`src/rtl/sqcs_pkg.sv`:
```
// Package sqcs_pkg
// Purpose : shared helpers that place the stages of the carry-select adder.
// Assumes : stage k is FIRST_W + GROW*k bits wide; stage 0 sits at bit 0.
package sqcs_pkg;

    // Width of stage k.
    function automatic int stage_width(input int first_w, input int grow, input int k);
        return first_w + grow * k;
    endfunction

    // Least significant bit of stage k: the sum of the widths below it.
    function automatic int stage_lsb(input int first_w, input int grow, input int k);
        return k * first_w + (grow * k * (k - 1)) / 2;
    endfunction

    // Total adder width for a given stage count.
    function automatic int total_width(input int first_w, input int grow, input int stages);
        return stage_lsb(first_w, grow, stages);
    endfunction

endpackage

```
`src/rtl/sqcs_carry_chain.sv`:
```
// Module sqcs_carry_chain
// Purpose : ripple carry chain over N bits, built from propagate/generate terms.
// Assumes : prop = a ^ b and gen = a & b for each bit; purely combinational.
module sqcs_carry_chain #(
    parameter int N = 4
) (
    input  logic [N-1:0] prop,
    input  logic [N-1:0] gen,
    input  logic         cin,
    output logic [N:0]   carries
);

    // Walk the chain from bit 0 upward: carry[i+1] = g[i] | p[i]&carry[i].
    always_comb begin
        logic [N:0] cv;
        cv[0] = cin;
        for (int i = 0; i < N; i++) begin
            cv[i+1] = gen[i] | (prop[i] & cv[i]);
        end
        carries = cv;
    end

endmodule

```
`src/rtl/sqcs_base_stage.sv`:
```
// Module sqcs_base_stage
// Purpose : lowest adder stage, a plain ripple adder fed by the external carry.
// Assumes : no select multiplexer; its carry-out drives the next stage's select.
module sqcs_base_stage #(
    parameter int N = 2
) (
    input  logic [N-1:0] a,
    input  logic [N-1:0] b,
    input  logic         cin,
    output logic [N-1:0] sum,
    output logic         cout
);

    logic [N-1:0] prop;
    logic [N-1:0] gen;
    logic [N:0]   chain;

    // Per-bit propagate and generate terms.
    always_comb begin
        prop = a ^ b;
        gen  = a & b;
    end

    sqcs_carry_chain #(.N(N)) u_chain (
        .prop    (prop),
        .gen     (gen),
        .cin     (cin),
        .carries (chain)
    );

    // Sum bits from propagate and incoming carries; carry-out from the chain top.
    always_comb begin
        sum  = prop ^ chain[N-1:0];
        cout = chain[N];
    end


    base_stage_chk: assert final ({cout, sum} == ({1'b0, a} + {1'b0, b} + {{N{1'b0}}, cin}))
        else $error("base stage result differs from a+b+cin");

endmodule

```
`src/rtl/sqcs_select_stage.sv`:
```
// Module sqcs_select_stage
// Purpose : carry-select stage; precomputes results for incoming carry 0 and 1,
//           then the real incoming carry picks one through multiplexers.
// Assumes : propagate/generate are shared; only the carry chain and mux are doubled.
module sqcs_select_stage #(
    parameter int N = 3
) (
    input  logic [N-1:0] a,
    input  logic [N-1:0] b,
    input  logic         sel_carry,
    output logic [N-1:0] sum,
    output logic         cout
);

    logic [N-1:0] prop;
    logic [N-1:0] gen;
    logic [N:0]   chain_lo;
    logic [N:0]   chain_hi;
    logic [N-1:0] cand_sum0;
    logic [N-1:0] cand_sum1;
    logic         cand_c0;
    logic         cand_c1;

    // Shared propagate and generate terms.
    always_comb begin
        prop = a ^ b;
        gen  = a & b;
    end

    // Chain that assumes an incoming carry of 0.
    sqcs_carry_chain #(.N(N)) u_chain_lo (
        .prop    (prop),
        .gen     (gen),
        .cin     (1'b0),
        .carries (chain_lo)
    );

    // Chain that assumes an incoming carry of 1.
    sqcs_carry_chain #(.N(N)) u_chain_hi (
        .prop    (prop),
        .gen     (gen),
        .cin     (1'b1),
        .carries (chain_hi)
    );

    // Form both candidate results.
    always_comb begin
        cand_sum0 = prop ^ chain_lo[N-1:0];
        cand_sum1 = prop ^ chain_hi[N-1:0];
        cand_c0   = chain_lo[N];
        cand_c1   = chain_hi[N];
    end

    // Select the candidate matching the real incoming carry.
    always_comb begin
        if (sel_carry) begin
            sum  = cand_sum1;
            cout = cand_c1;
        end else begin
            sum  = cand_sum0;
            cout = cand_c0;
        end
    end


    cand_step_chk: assert final ({cand_c1, cand_sum1} == ({cand_c0, cand_sum0} + 1'b1))
        else $error("1-candidate is not 0-candidate plus one");


    cand_carry_order_chk: assert final (!(cand_c0 && !cand_c1))
        else $error("0-candidate carries while 1-candidate does not");

endmodule

```
`src/rtl/sqrt_csel_adder.sv`:
```
// Module sqrt_csel_adder
// Purpose : combinational square-root carry-select adder; stage widths grow by
//           GROW bits per stage (default 2,3,4,5,6 for a 20-bit adder).
// Assumes : stage 0 is a ripple adder on carry_in; each later stage is a
//           select stage driven by the carry out of the stage below.
module sqrt_csel_adder #(
    parameter int FIRST_W = 2,
    parameter int STAGES  = 5,
    parameter int GROW    = 1,
    localparam int W      = sqcs_pkg::total_width(FIRST_W, GROW, STAGES)
) (
    input  logic [W-1:0] op_a,
    input  logic [W-1:0] op_b,
    input  logic         carry_in,
    output logic [W-1:0] sum_out,
    output logic         carry_out
);

    generate
        for (genvar k = 0; k < STAGES; k++) begin : g_st
            localparam int SW = sqcs_pkg::stage_width(FIRST_W, GROW, k);
            localparam int LO = sqcs_pkg::stage_lsb(FIRST_W, GROW, k);
            logic          c_in;
            logic          c_out;
            logic [SW-1:0] s;

            if (k == 0) begin : g_base
                // Lowest stage takes the external carry directly.
                always_comb c_in = carry_in;
                sqcs_base_stage #(.N(SW)) u_stage (
                    .a    (op_a[LO +: SW]),
                    .b    (op_b[LO +: SW]),
                    .cin  (c_in),
                    .sum  (s),
                    .cout (c_out)
                );
            end else begin : g_sel
                logic [LO:0] below_ref;
                // Select carry is the carry out of the stage below.
                always_comb c_in = g_st[k-1].c_out;
                sqcs_select_stage #(.N(SW)) u_stage (
                    .a         (op_a[LO +: SW]),
                    .b         (op_b[LO +: SW]),
                    .sel_carry (c_in),
                    .sum       (s),
                    .cout      (c_out)
                );
                // Reference carry into this boundary from the low operand bits.
                always_comb below_ref = {1'b0, op_a[LO-1:0]} + {1'b0, op_b[LO-1:0]}
                                        + {{LO{1'b0}}, carry_in};

                boundary_carry_chk: assert final (c_in == below_ref[LO])
                    else $error("stage carry at boundary is wrong");
            end

            // Place this stage's sum bits.
            always_comb sum_out[LO +: SW] = s;
        end
    endgenerate

    // Carry out of the adder is the carry out of the top stage.
    always_comb carry_out = g_st[STAGES-1].c_out;


    full_sum_chk: assert final ({carry_out, sum_out} ==
                                ({1'b0, op_a} + {1'b0, op_b} + {{W{1'b0}}, carry_in}))
        else $error("adder result differs from a+b+cin");

endmodule

```
`config.mk`:
```
export PLATFORM = sky130hd
export DESIGN_NAME = sqrt_csel_adder
export DESIGN_NICKNAME = d
export VERILOG_FILES = /design/src/rtl/sqcs_pkg.sv /design/src/rtl/sqcs_carry_chain.sv /design/src/rtl/sqcs_base_stage.sv /design/src/rtl/sqcs_select_stage.sv /design/src/rtl/sqrt_csel_adder.sv
export SDC_FILE = /design/constraint.sdc
export NUM_CORES = 1
export LEC_CHECK = 0
export BUFFER_PORTS_ARGS = -buffer_cell sky130_fd_sc_hd__buf_4
export CORE_MARGIN = 2
export CORE_UTILIZATION = 37
export DETAILED_ROUTE_END_ITERATION = 16
export PLACE_DENSITY = 0.93
export SLEW_MARGIN = 10
export SYNTH_ARGS = -nofsm -noshare
export SYNTH_HDL_FRONTEND = slang
export SYNTH_SLANG_ARGS = --single-unit
export TNS_END_PERCENT = 30
```
`constraint.sdc`:
```
create_clock -name vclk -period 7.9
set_input_delay 1.58 -clock vclk [all_inputs]
set_output_delay 1.58 -clock vclk [all_outputs]
set_load 0.005 [all_outputs]
```
==> reports/summary.md <==
- starting density of the core: 38.2%
- CP top delay family: adder cells
- Syn Inst Count: 87
- total inserted antenna cells: 0
- detailed router's first-iteration violation count: 3
- Final Net Count: 232
- worst path required time: 6.32 ns
- post-route total power: 127 uW
- post-synth top area share: 30.7%
- Worst Path Max Fanout: 3
- startpoint of the tightest hold check path: op_b[1]
- hold violation total from the final report: 0
- Critical Path End: sum_out[19]
- count of maximum capacitance violations: 0
- number of distinct library cells after synthesis: 22
- average cell area after synthesis: 8.44 sq um
- aggregate global-route resource usage: 22.1%
- worst vdd rail ir drop: 0.0605 mV
- Critical Path End Type: primary output
- cell type with the largest total area after synthesis: sky130_fd_sc_hd__ha_1
- remaining number of nets flagged by the antenna check after routing: 0
- pin count of the biggest net entering global routing: 6
- top cells by area in the synthesized netlist: sky130_fd_sc_hd__ha_1 31%, sky130_fd_sc_hd__fa_1 16%, sky130_fd_sc_hd__inv_1 11%
- filler cell count in the final layout: 154
- via/cell ratio: 4.60
- total count of max-transition violations in the final report: 0
- number of buffer cells added on primary ports: 62
- first-pass iteration count of the detailed router: 4
- static leakage power: 0.806 nW
- Setup Crit Path Kind: primary input to primary output
- status: completed
- summed negative setup slack over all endpoints: 0 ns
- Die Y: 48.6 microns
- start point of the critical path: op_b[0]
- maximum clock frequency: 127 MHz
- shortest period the worst path allows: 7.89 ns
- seq_cells: 0
- portion of the clock cycle consumed by the worst path in the final layout: 99.9%
- area of all sequential standard cells: 0 sq um
- total DRC errors in the routed layout: 0
- HP Class: primary input to primary output
- average detailed-routed wire length per instance: 12.4 microns
- Critical Path, Cell by Cell: buf_4 -> inv_2 -> fa_2 -> inv_2 -> fa_2 -> mux2i_1 -> a21o_1 -> fa_2 -> or2_1 -> a31oi_2 -> o21bai_1 -> fa_2 -> or2_1 -> a31oi_2 -> o21bai_1 -> a21o_1 -> fa_2 -> nand2b_4 -> a21boi_4 -> a311oi_2 -> o21ba_1 -> fa_1 -> inv_1 -> buf_6
- number of antenna violations at the first check in global routing: 0
- Buffers & Inverters on Critical Path: 5
- most used cell along the critical path: sky130_fd_sc_hd__fa_2
- via count of the first global-routing pass: 1,031
- Detailed Route WL: 2380 microns
- Final GP Congestion: 0.663
- cell area power density: 91.3 nW/um^2
- stages on the worst setup path: 24
- setup repair after global routing missed its margin: true
- placeable core region: 1920 sq um
- half-perimeter wire length after placement: 1980 microns
- overflow left after global routing: 0
- sequential-to-total area share from yosys stat: 0%
- overall die width: 48.6 microns
- Arr. time, crit path: 6.31 ns
- Max stage delay cell, worst path: sky130_fd_sc_hd__fa_1
- layout overhead on the synthesized area: 89.6%
- die footprint: 2360 sq um
- count of clock-net buffers in the final layout: 0
- worst slew margin relative to its limit: 83.8%
- transition time at the pin with the least slew margin: 0.244 ns
- number of endpoints failing setup at the final stage: 0
- detailed-route via count: 884
- Row Count: 16
- wire length of the first global-routing pass: 4230 microns
- Setup crit start kind: primary input
- post-cts hold buffer count: 0
- Synth Net Count: 152
- delay of the slowest cell on the worst path: 0.48 ns
- summed instance area of the synthesized netlist: 734 sq um
- I/O pin count: 62
- number of synthesis warnings: 0
- proportion of layout cells with a drive suffix above 1: 55.8%
where the power goes:
part           total, mW  switching, mW  leakage, nW  internal (mW)
combinational      0.127         0.0499        0.806         0.0772
clock                  0              0            0              0
sequential             0              0            0              0
total              0.127         0.0499        0.806         0.0772
logic make-up (layout without fill, tap and decap cells):
logic type	Yosys count	count (layout)	share of synthesized area, %
XOR/XNOR	13	13	15.5
AO/OA/AOI/OAI	11	11	13.5
multiplexers	2	2	2.73
adder cells (fa/ha/maj)	24	24	47.0
AND/OR/NAND/NOR	15	15	10.1
buffers and inverters	22	100	11.2
how the worst min path moves through the flow:
stage                     slack, ns           to  cells past startpoint
after CTS                      3.53   sum_out[1]                      3
after global placement         3.49   sum_out[1]                      3
after detailed placement       3.50   sum_out[1]                      3
after floorplan                3.31  sum_out[13]                      1
after global routing           3.55   sum_out[1]                      3
final                          3.54   sum_out[1]                      3
metal layers:
layer  GRT usage, %  part of all wire, %  wire [microns]
met1           21.9                   32             771
met2           47.5                   61            1450
met3           2.47                  4.4             104
met4           5.24                  2.1              51
met5              0                    0               0
per-stage QoR:
stage,std cells,hold slack (ns),cell area [sq um],worst slack [ns],utilization (%)
2_1_floorplan,87,3.31,741,0.0167,-
3_3_place_gp,184,3.49,1300,-0.178,67.6
3_5_place_dp,184,3.50,1300,-0.357,67.6
4_1_cts,192,3.53,1390,0.000863,72.1
5_1_grt,192,3.55,1390,-0.231,72.5
6_report,192,3.54,1390,0.0105,72.5
cells in the mapped netlist:
| cell type | count |
|---|---|
| sky130_fd_sc_hd__nand2b_2 | 1 |
| sky130_fd_sc_hd__nand2_1 | 6 |
| sky130_fd_sc_hd__or2_1 | 2 |
| sky130_fd_sc_hd__a31oi_1 | 1 |
| sky130_fd_sc_hd__o21ba_1 | 1 |
| sky130_fd_sc_hd__a311oi_2 | 1 |
| sky130_fd_sc_hd__fa_1 | 6 |
| sky130_fd_sc_hd__a21boi_2 | 1 |
| sky130_fd_sc_hd__nand2b_1 | 1 |
| sky130_fd_sc_hd__ha_1 | 18 |
| sky130_fd_sc_hd__mux2i_1 | 2 |
| sky130_fd_sc_hd__a21oi_1 | 1 |
| sky130_fd_sc_hd__xnor2_1 | 6 |
| sky130_fd_sc_hd__nor2b_1 | 1 |
| sky130_fd_sc_hd__xor2_1 | 7 |
| sky130_fd_sc_hd__a221oi_1 | 1 |
| sky130_fd_sc_hd__a21o_1 | 2 |
| sky130_fd_sc_hd__a31oi_2 | 1 |
| sky130_fd_sc_hd__nor3_1 | 2 |
| sky130_fd_sc_hd__nor2_1 | 2 |
| sky130_fd_sc_hd__inv_1 | 22 |
| sky130_fd_sc_hd__o21bai_1 | 2 |
layout make-up:
type                       instances  area, sq um  share of cell area, %
tap                               27         33.8                   2.43
inverter                          22         82.6                   5.93
multi-input combinational         65          683                   49.1
timing repair buffer              78          593                   42.6
layout by cell type, fill, tap and decap left out, types with 2 or more instances in the layout:
cell type | netlist | routed
sky130_fd_sc_hd__or2_1 | 2 | 2
sky130_fd_sc_hd__inv_2 | 0 | 4
sky130_fd_sc_hd__fa_2 | 0 | 5
sky130_fd_sc_hd__buf_4 | 0 | 76
sky130_fd_sc_hd__inv_1 | 22 | 18
sky130_fd_sc_hd__nor2_1 | 2 | 2
sky130_fd_sc_hd__ha_1 | 18 | 18
sky130_fd_sc_hd__nor3_1 | 2 | 2
sky130_fd_sc_hd__xnor2_1 | 6 | 6
sky130_fd_sc_hd__a31oi_2 | 1 | 2
sky130_fd_sc_hd__buf_6 | 0 | 2
sky130_fd_sc_hd__nand2_1 | 6 | 6
sky130_fd_sc_hd__mux2i_1 | 2 | 2
sky130_fd_sc_hd__a21o_1 | 2 | 2
sky130_fd_sc_hd__o21bai_1 | 2 | 2
sky130_fd_sc_hd__xor2_1 | 7 | 7
repair_timing:
item / CTS / global route
gates cloned: 0 / 0
pin swaps: 14 / 0
endpoints found under the setup margin: 2 / 2
gates resized for setup: 12 / 1
setup buffers: 8 / 0
Note: power is estimated with default switching activity, not from simulation.
